File: src/rtl/branch_unit.sv
module branch_unit #(
  parameter logic [31:0] PC_RESET = 32'h0000_0100
) (
  input  logic        clk,
  input  logic        rst_n,
  input  logic        valid,
  input  logic [31:0] instr,
  input  logic [31:0] cr,
  input  logic        ld_en,
  input  logic [31:0] ld_pc,
  input  logic [31:0] ld_lr,
  input  logic [31:0] ld_ctr,
  output logic        taken,
  output logic        illegal,
  output logic [31:0] pc,
  output logic [31:0] lr,
  output logic [31:0] ctr
);

  localparam logic [5:0] OP_BC   = 6'd16;
  localparam logic [5:0] OP_B    = 6'd18;
  localparam logic [5:0] OP_XL   = 6'd19;
  localparam logic [9:0] XO_LR   = 10'd16;
  localparam logic [9:0] XO_CTR  = 10'd528;

  wire [5:0] opc  = instr[31:26];
  wire [4:0] bo   = instr[25:21];
  wire [4:0] bi   = instr[20:16];
  wire [9:0] xo   = instr[10:1];
  wire       abs_a = instr[1];
  wire       link  = instr[0];

  wire f_uncond = opc == OP_B;
  wire f_cimm   = opc == OP_BC;
  wire f_tolr   = opc == OP_XL && xo == XO_LR;
  wire f_toctr  = opc == OP_XL && xo == XO_CTR;

  wire bad = !(f_uncond || f_cimm || f_tolr || f_toctr) || (f_toctr && !bo[2]);

  wire        dec     = !f_uncond && !bo[2];
  wire [31:0] ctr_nx  = dec ? ctr - 32'd1 : ctr;
  wire        ctr_ok  = bo[2] || ((ctr_nx != 32'd0) ^ bo[1]);
  wire        cr_sel  = cr[5'd31 - bi];
  wire        cr_ok   = bo[4] || (cr_sel == bo[3]);
  wire        go      = f_uncond || (ctr_ok && cr_ok);

  wire [31:0] disp_l = {{6{instr[25]}}, instr[25:2], 2'b00};
  wire [31:0] disp_s = {{16{instr[15]}}, instr[15:2], 2'b00};
  wire [31:0] disp   = f_uncond ? disp_l : disp_s;
  wire [31:0] seq    = pc + 32'd4;

  logic [31:0] target;
  always_comb begin
    if (f_tolr)       target = {lr[31:2], 2'b00};
    else if (f_toctr) target = {ctr[31:2], 2'b00};
    else if (abs_a)   target = disp;
    else              target = pc + disp;
  end

  always_ff @(posedge clk) begin
    if (!rst_n) begin
      pc      <= PC_RESET;
      lr      <= '0;
      ctr     <= '0;
      taken   <= 1'b0;
      illegal <= 1'b0;
    end else if (ld_en) begin
      pc      <= ld_pc;
      lr      <= ld_lr;
      ctr     <= ld_ctr;
      taken   <= 1'b0;
      illegal <= 1'b0;
    end else if (valid && bad) begin
      taken   <= 1'b0;
      illegal <= 1'b1;
    end else if (valid) begin
      pc      <= go ? target : seq;
      lr      <= link ? seq : lr;
      ctr     <= ctr_nx;
      taken   <= go;
      illegal <= 1'b0;
    end else begin
      taken   <= 1'b0;
      illegal <= 1'b0;
    end
  end

endmodule

File: config.mk
export PLATFORM = sky130hd
export DESIGN_NAME = branch_unit
export DESIGN_NICKNAME = d
export VERILOG_FILES = /design/src/rtl/branch_unit.sv
export SDC_FILE = /design/constraint.sdc
export NUM_CORES = 1
export LEC_CHECK = 0
export BUFFER_PORTS_ARGS = -buffer_cell sky130_fd_sc_hd__buf_4
export CORE_ASPECT_RATIO = 1.1
export CORE_MARGIN = 4
export CORE_UTILIZATION = 53
export CTS_CLUSTER_DIAMETER = 80
export DETAILED_ROUTE_END_ITERATION = 10
export GPL_TIMING_DRIVEN = 1
export PLACE_DENSITY = 0.88
export SYNTH_ARGS = -nofsm -noshare
export SYNTH_HDL_FRONTEND = slang
export SYNTH_SLANG_ARGS = --single-unit
File: constraint.sdc
create_clock -name clk -period 5.3 [get_ports clk]
set_input_delay 1.06 -clock clk [delete_from_list [all_inputs] [get_ports clk]]
set_output_delay 1.06 -clock clk [all_outputs]
set_load 0.01 [all_outputs]
==> impl_metrics.env, run 1 <==
export IMPL_place_worst_setup_slack_ns=0.450
export IMPL_synth_top_family_by_area="compound AO/OA/AOI/OAI gates"
export IMPL_core_mm2=0.0153
export IMPL_yosys_warnings=0
export IMPL_setup_slack_ns=0.737
export IMPL_dieWidth_um=128
export IMPL_routedWlPerCell_um=21.6
export IMPL_comb_power_share=0.324
export IMPL_worstHoldPathType="flop to flop"
export IMPL_worst_endpoint_arrival_ns=4.79
export IMPL_clock_sinks=98
export IMPL_dp_hpwl_um=25100
export IMPL_async_reset_ff_frac=0
export IMPL_setup_tns_ns=0
export IMPL_syn_num_nets=1298
export IMPL_drtPass1Iterations=5
export IMPL_timing_max_cap_violations=0
export IMPL_synthXorXnorAreaFrac=0.0858
export IMPL_synth_compound_area_share=0.255
export IMPL_ys_ff_latch=98
export IMPL_clkPwrFrac=0.294
export IMPL_n_fill_cell=1312
export IMPL_ios=262
export IMPL_synth_distinct_cells=74
export IMPL_clk_pin_slew_worst_paths_ns=0.08
export IMPL_finalCriticalPeriod_ns=4.56
export IMPL_worst_pin_slew_ns=0.961
export IMPL_antenna_found_initial=1
export IMPL_fmax_mhz=219
export IMPL_root_buffer="clkbuf_16"
export IMPL_seqPwrFrac=0.382
export IMPL_holdBufCountCts=0
export IMPL_power_density_mw_per_mm2=212
export IMPL_crit_path_end_kind="flop"
export IMPL_fin_skew_ns=0.00897
export IMPL_viasPerCell=6.39
export IMPL_syn_area_per_cell_um2=7.59
export IMPL_synth_adder_area_share=0.0488
export IMPL_yosysSeqAreaShare=0.234
export IMPL_cts_setup_buffers=0
export IMPL_ctsResizeCount=0
export IMPL_clkLatencyLatePin_ns=0.37
export IMPL_drcViolationCount=0
export IMPL_drv_slew=0
export IMPL_grt_setup_unrepaired="no"
export IMPL_setup_viol=0
export IMPL_io_buffer_count=261
export IMPL_r2r_slack_ns=1.29
export IMPL_die_area_mm2=0.0179
export IMPL_antenna_cells=0
export IMPL_num_nets_final=1511
export IMPL_rows=47
export IMPL_cts_tree="yes"
export IMPL_layout_commonest_cell="buf_4"
export IMPL_gp_congestion=1.01
export IMPL_grt_max_degree=81
export IMPL_grt_pass1_wl_um=50000
export IMPL_gr_total_overflow=0
export IMPL_initial_utilization=0.547
export IMPL_area_growth_pct=27.7
export IMPL_p_switching_w=0.000807
export IMPL_hold_viol=0
export IMPL_grt_usage=0.352
export IMPL_ant_nets=0
export IMPL_routed_wirelength_um=32800
export IMPL_status="finished clean"
export IMPL_htreeDepth=3
export IMPL_synth_edf_count=0
export IMPL_ir_drop_v=0.000160
export IMPL_syn_area_mm2=0.00837
export IMPL_muxShareOfSynthArea=0.0893
export IMPL_post_route_period_util=0.861
export IMPL_layout_common_cells="buf_4, nor2_1, dfxtp_1"
export IMPL_fp_dieH_um=140
export IMPL_grt_pass1_vias=9067
export IMPL_power_leakage_nw=4.53
export IMPL_drive_gt1_frac=0.253
export IMPL_relSlewSlack=0.354
export IMPL_crit_path_start_kind="input port"
export IMPL_cts_buffer_depth=2
export IMPL_crit_required_ns=5.53
export IMPL_path_class="input port to flop"
export IMPL_synthSimpleGateAreaFrac=0.235
export IMPL_switching_share=0.355
export IMPL_ys_flop_type="dfxtp_1"
export IMPL_numCtsBuffers=9
export IMPL_first_iter_violations=1295
export IMPL_synthCells=1102
export IMPL_p_int_w=0.00146
export IMPL_worstPathMaxFanout=5
export IMPL_via_count=9689
## final timing paths
path	from	endpoint	depth (start not counted)
min reg2reg	pc[1]$_SDFFE_PN0P_	pc[1]$_SDFFE_PN0P_	1
max reg2reg	ctr[5]$_SDFFE_PN0P_	pc[4]$_SDFFE_PN0P_	12
max	instr[29]	pc[31]$_SDFFE_PN0P_	18
min	pc[1]$_SDFFE_PN0P_	pc[1]$_SDFFE_PN0P_	1
## worst max-delay path, stage by stage
cell	delay [ns]
buf_4	0.12
nor4b_4	0.40
nand2_1	0.13
and2_1	0.22
a21o_1	0.17
ha_1	0.34
a21o_1	0.21
a21oi_1	0.22
o211ai_1	0.12
a31o_2	0.25
a2111oi_0	0.41
buf_4	0.20
o21ai_0	0.10
a21oi_1	0.19
xor2_1	0.20
mux2i_1	0.10
o31ai_1	0.22
o21ai_0	0.14
## registers in the layout, indices dropped and copies added (netlist names)
name / count
pc: 32
illegal: 1
taken: 1
lr: 32
ctr: 32
## per-layer routing
layer	vias up	track usage	share of wire
li1	4482	-	-
met1	4449	0.490	0.41
met2	664	0.550	0.45
met3	92	0.0632	0.11
met4	2	0.116	0.034
met5	-	0	0.00040
## logic make-up after synthesis
kind of cell             after synthesis
XOR/XNOR                              82
adder cells (fa/ha/maj)               32
flip-flops                            98
AO/OA/AOI/OAI                        326
multiplexers                          61
buffers and inverters                 99
AND/OR/NAND/NOR                      404
## cells in the mapped netlist, drive strengths merged, types with 6 or more instances
cell type  number  area [um^2]
nand4           9         56.3
mux2i          42          420
a311oi          8         70.1
a2bb2oi         6         52.6
o21ai          56          280
or3            11         68.8
dfxtp          98         1960
inv            18         67.6
and2           13         81.3
buf            13          110
nor4           11         90.1
ha             31          388
o31ai          14          105
mux2            9          101
a31oi           6         37.5
nand2          81          304
and3           18          113
clkbuf         67          251
nor2          151          567
or4             8         63.8
nand2b          8         50.1
and4            8         70.1
nand3          35          175
a21oi          96          480
mux4           10          225
a21o           21          158
nor3           29          145
xnor2          45          394
a211oi         66          495
xor2           37          324
nor2b           8         50.1
## power groups by stage
stage               clock network [W]  logic, W  registers, W
detailed placement                  0  0.000722      0.000880
global placement                    0  0.000711      0.000880
floorplan                           0  0.000431      0.000867
finish                       0.000667  0.000736      0.000868
CTS                          0.000667  0.000725      0.000863
global route                 0.000701  0.000794      0.000874
## layout make-up
cell class | count | area [um^2] | share of cell area
Clock buffer | 9 | 225 | 0.0211
Clock inverter | 7 | 61.3 | 0.00574
Inverter | 19 | 71.3 | 0.00667
Multi-Input combinational cell | 905 | 5980 | 0.560
Sequential cell | 98 | 1960 | 0.184
Tap cell | 196 | 245 | 0.0229
Timing Repair Buffer | 282 | 2140 | 0.200
## through the flow
step                cells   util  hold slack (ns)  total power, W  instance area, um^2
finish               1516  0.699            0.516         0.00227                10700
global route         1516  0.699            0.556         0.00237                10700
CTS                  1516  0.699            0.519         0.00226                10700
detailed placement   1500  0.680            0.498         0.00160                10400
global placement     1500  0.680            0.486         0.00159                10400
floorplan            1102      -            0.530         0.00130                 8370
Note: power is estimated with default switching activity, not from simulation.
==> run 2, diff against run 1 <==
- CORE_UTILIZATION: 53 -> 54
- CTS_BUF_LIST: unset -> sky130_fd_sc_hd__clkbuf_8
- PLACE_DENSITY: 0.88 -> 0.9
==> impl_metrics.env, run 2 (synthesized netlist as in run 1, its figures left out) <==
export IMPL_io_buffer_count=261
export IMPL_numCtsBuffers=9
export IMPL_timing_max_cap_violations=0
export IMPL_drv_slew=0
export IMPL_placed_cells=1500
export IMPL_worst_pin_slew_ns=1.06
export IMPL_cts_buffer_depth=2
export IMPL_clk_pin_slew_worst_paths_ns=0.11
export IMPL_grt_setup_unrepaired="no"
export IMPL_clkLatencyLatePin_ns=0.40
export IMPL_reg_top3="ctr (32), lr (32), pc (32)"
export IMPL_busiest_layer="met2"
export IMPL_n_fill_cell=1259
export IMPL_clock_sinks=98
export IMPL_multi_input_area_mm2=0.00598
export IMPL_ant_nets=0
export IMPL_crit_path_start_kind="input port"
export IMPL_first_iter_violations=1416
export IMPL_area_growth_pct=26.9
export IMPL_fmax_mhz=219
export IMPL_drcViolationCount=0
export IMPL_finalCriticalPeriod_ns=4.57
export IMPL_core_mm2=0.0151
export IMPL_reg2reg_from="ctr[5]$_SDFFE_PN0P_"
export IMPL_critPathSlowestCell="a2111oi_0"
export IMPL_setup_viol=0
export IMPL_power_leakage_nw=4.49
export IMPL_routedWlPerCell_um=21.4
export IMPL_grt_max_degree=100
export IMPL_post_route_period_util=0.862
export IMPL_grtUsageMet3=0.0747
export IMPL_status="finished clean"
export IMPL_initial_utilization=0.554
export IMPL_cts_setup_buffers=0
export IMPL_antenna_found_initial=0
export IMPL_fin_skew_ns=0.0157
export IMPL_grt_usage=0.355
export IMPL_worst_endpoint_arrival_ns=4.84
export IMPL_crit_start="instr[29]"
export IMPL_cts_tree="yes"
export IMPL_num_nets_final=1511
export IMPL_rr_endpoint="pc[15]$_SDFFE_PN0P_"
export IMPL_dp_hpwl_um=24400
export IMPL_layoutNonFillerInstCount=1516
export IMPL_crit_path_end="pc[31]$_SDFFE_PN0P_"
export IMPL_gr_total_overflow=0
export IMPL_viasPerCell=6.49
export IMPL_register_area_mm2=0.00196
export IMPL_fp_dieH_um=139
export IMPL_layout_commonest_cell="buf_4"
export IMPL_root_buffer="clkbuf_8"
export IMPL_gp_congestion=0.988
export IMPL_drtPass1Iterations=6
export IMPL_use_met1=0.470
export IMPL_die_area_mm2=0.0176
export IMPL_grt_pass1_vias=9226
export IMPL_ctsResizeCount=0
export IMPL_ir_drop_v=0.000154
export IMPL_worstPathMaxFanout=8
export IMPL_relSlewSlack=0.296
export IMPL_path_class="input port to flop"
export IMPL_crit_required_ns=5.58
export IMPL_cpPeakStageDelay_ns=0.55
export IMPL_via_count=9835
export IMPL_reg2regPathDepth=12
export IMPL_grt_pass1_wl_um=50100
export IMPL_routed_wirelength_um=32400
export IMPL_ios=262
export IMPL_power_density_mw_per_mm2=202
export IMPL_crit_path_end_kind="flop"
export IMPL_met2_usage=0.557
export IMPL_setup_tns_ns=0
export IMPL_drive_gt1_frac=0.252
export IMPL_path_cells="buf_4, nor4b_4, and2_0, a21o_1, ha_1, a21o_1, a21oi_1, o211ai_1, a31o_2, a2111oi_0, o21ai_0, a21oi_1, xor2_1, mux2i_1, o31ai_1, o21ai_0"
export IMPL_r2r_slack_ns=1.35
export IMPL_hold_start="pc[0]$_SDFFE_PN0P_"
export IMPL_worstHoldPathCells=1
export IMPL_hold_viol=0
export IMPL_holdBufCountCts=0
export IMPL_worstHoldPathType="flop to flop"
export IMPL_rows=47
export IMPL_htreeDepth=3
export IMPL_antenna_cells=0
export IMPL_layout_common_cells="buf_4, nor2_1, dfxtp_1"
export IMPL_dieWidth_um=127
[run 2: how the worst min path moves through the flow]
stage / to
floorplan: pc[0]$_SDFFE_PN0P_
global placement: pc[1]$_SDFFE_PN0P_
detailed placement: pc[0]$_SDFFE_PN0P_
CTS: pc[0]$_SDFFE_PN0P_
global route: pc[1]$_SDFFE_PN0P_
finish: pc[0]$_SDFFE_PN0P_
[run 2: power by group]
group | leakage (nW) | switching [W] | internal [W]
registers | 0.811 | 0.0000877 | 0.000782
clock network | 0.0992 | 0.000320 | 0.000223
logic | 3.58 | 0.000379 | 0.000354
[run 2: final cells by class]
type                    instances  share of cell area
flip-flops and latches         98               0.185
inverters                      19             0.00672
multi-input cells             905               0.563
clock buffers                   9              0.0117
well taps                     196              0.0231
repair buffers                282               0.203
clock inverters                 7             0.00731
[run 2: metrics by stage]
stage           util  hold slack [ns]  cell area [um^2]  worst slack, ns  power (W)
2_1_floorplan      -            0.530              8370            0.427    0.00130
6_report       0.702            0.526             10600            0.734    0.00215
3_5_place_dp   0.689            0.501             10400            0.434    0.00160
4_1_cts        0.702            0.524             10600            0.782    0.00212
5_1_grt        0.702            0.563             10600            0.474    0.00223
3_3_place_gp   0.689            0.489             10400            0.515    0.00159
[run 2: critical path, delay by kind of cell]
kind,cells,cell delay [ns]
adders and majority gates,1,0.24
and+or+nand+nor,2,0.84
muxes,1,0.13
xor gates and xnor gates,1,0.23
AOI/OAI and AO/OA,10,2.22
buffers and inverters,1,0.12
[run 2: layer usage]
| layer | vias to the layer above | part of all wire |
|---|---|---|
| li1 | 4487 | - |
| met1 | 4481 | 0.39 |
| met2 | 741 | 0.45 |
| met3 | 126 | 0.12 |
| met4 | 0 | 0.046 |
| met5 | - | 0 |
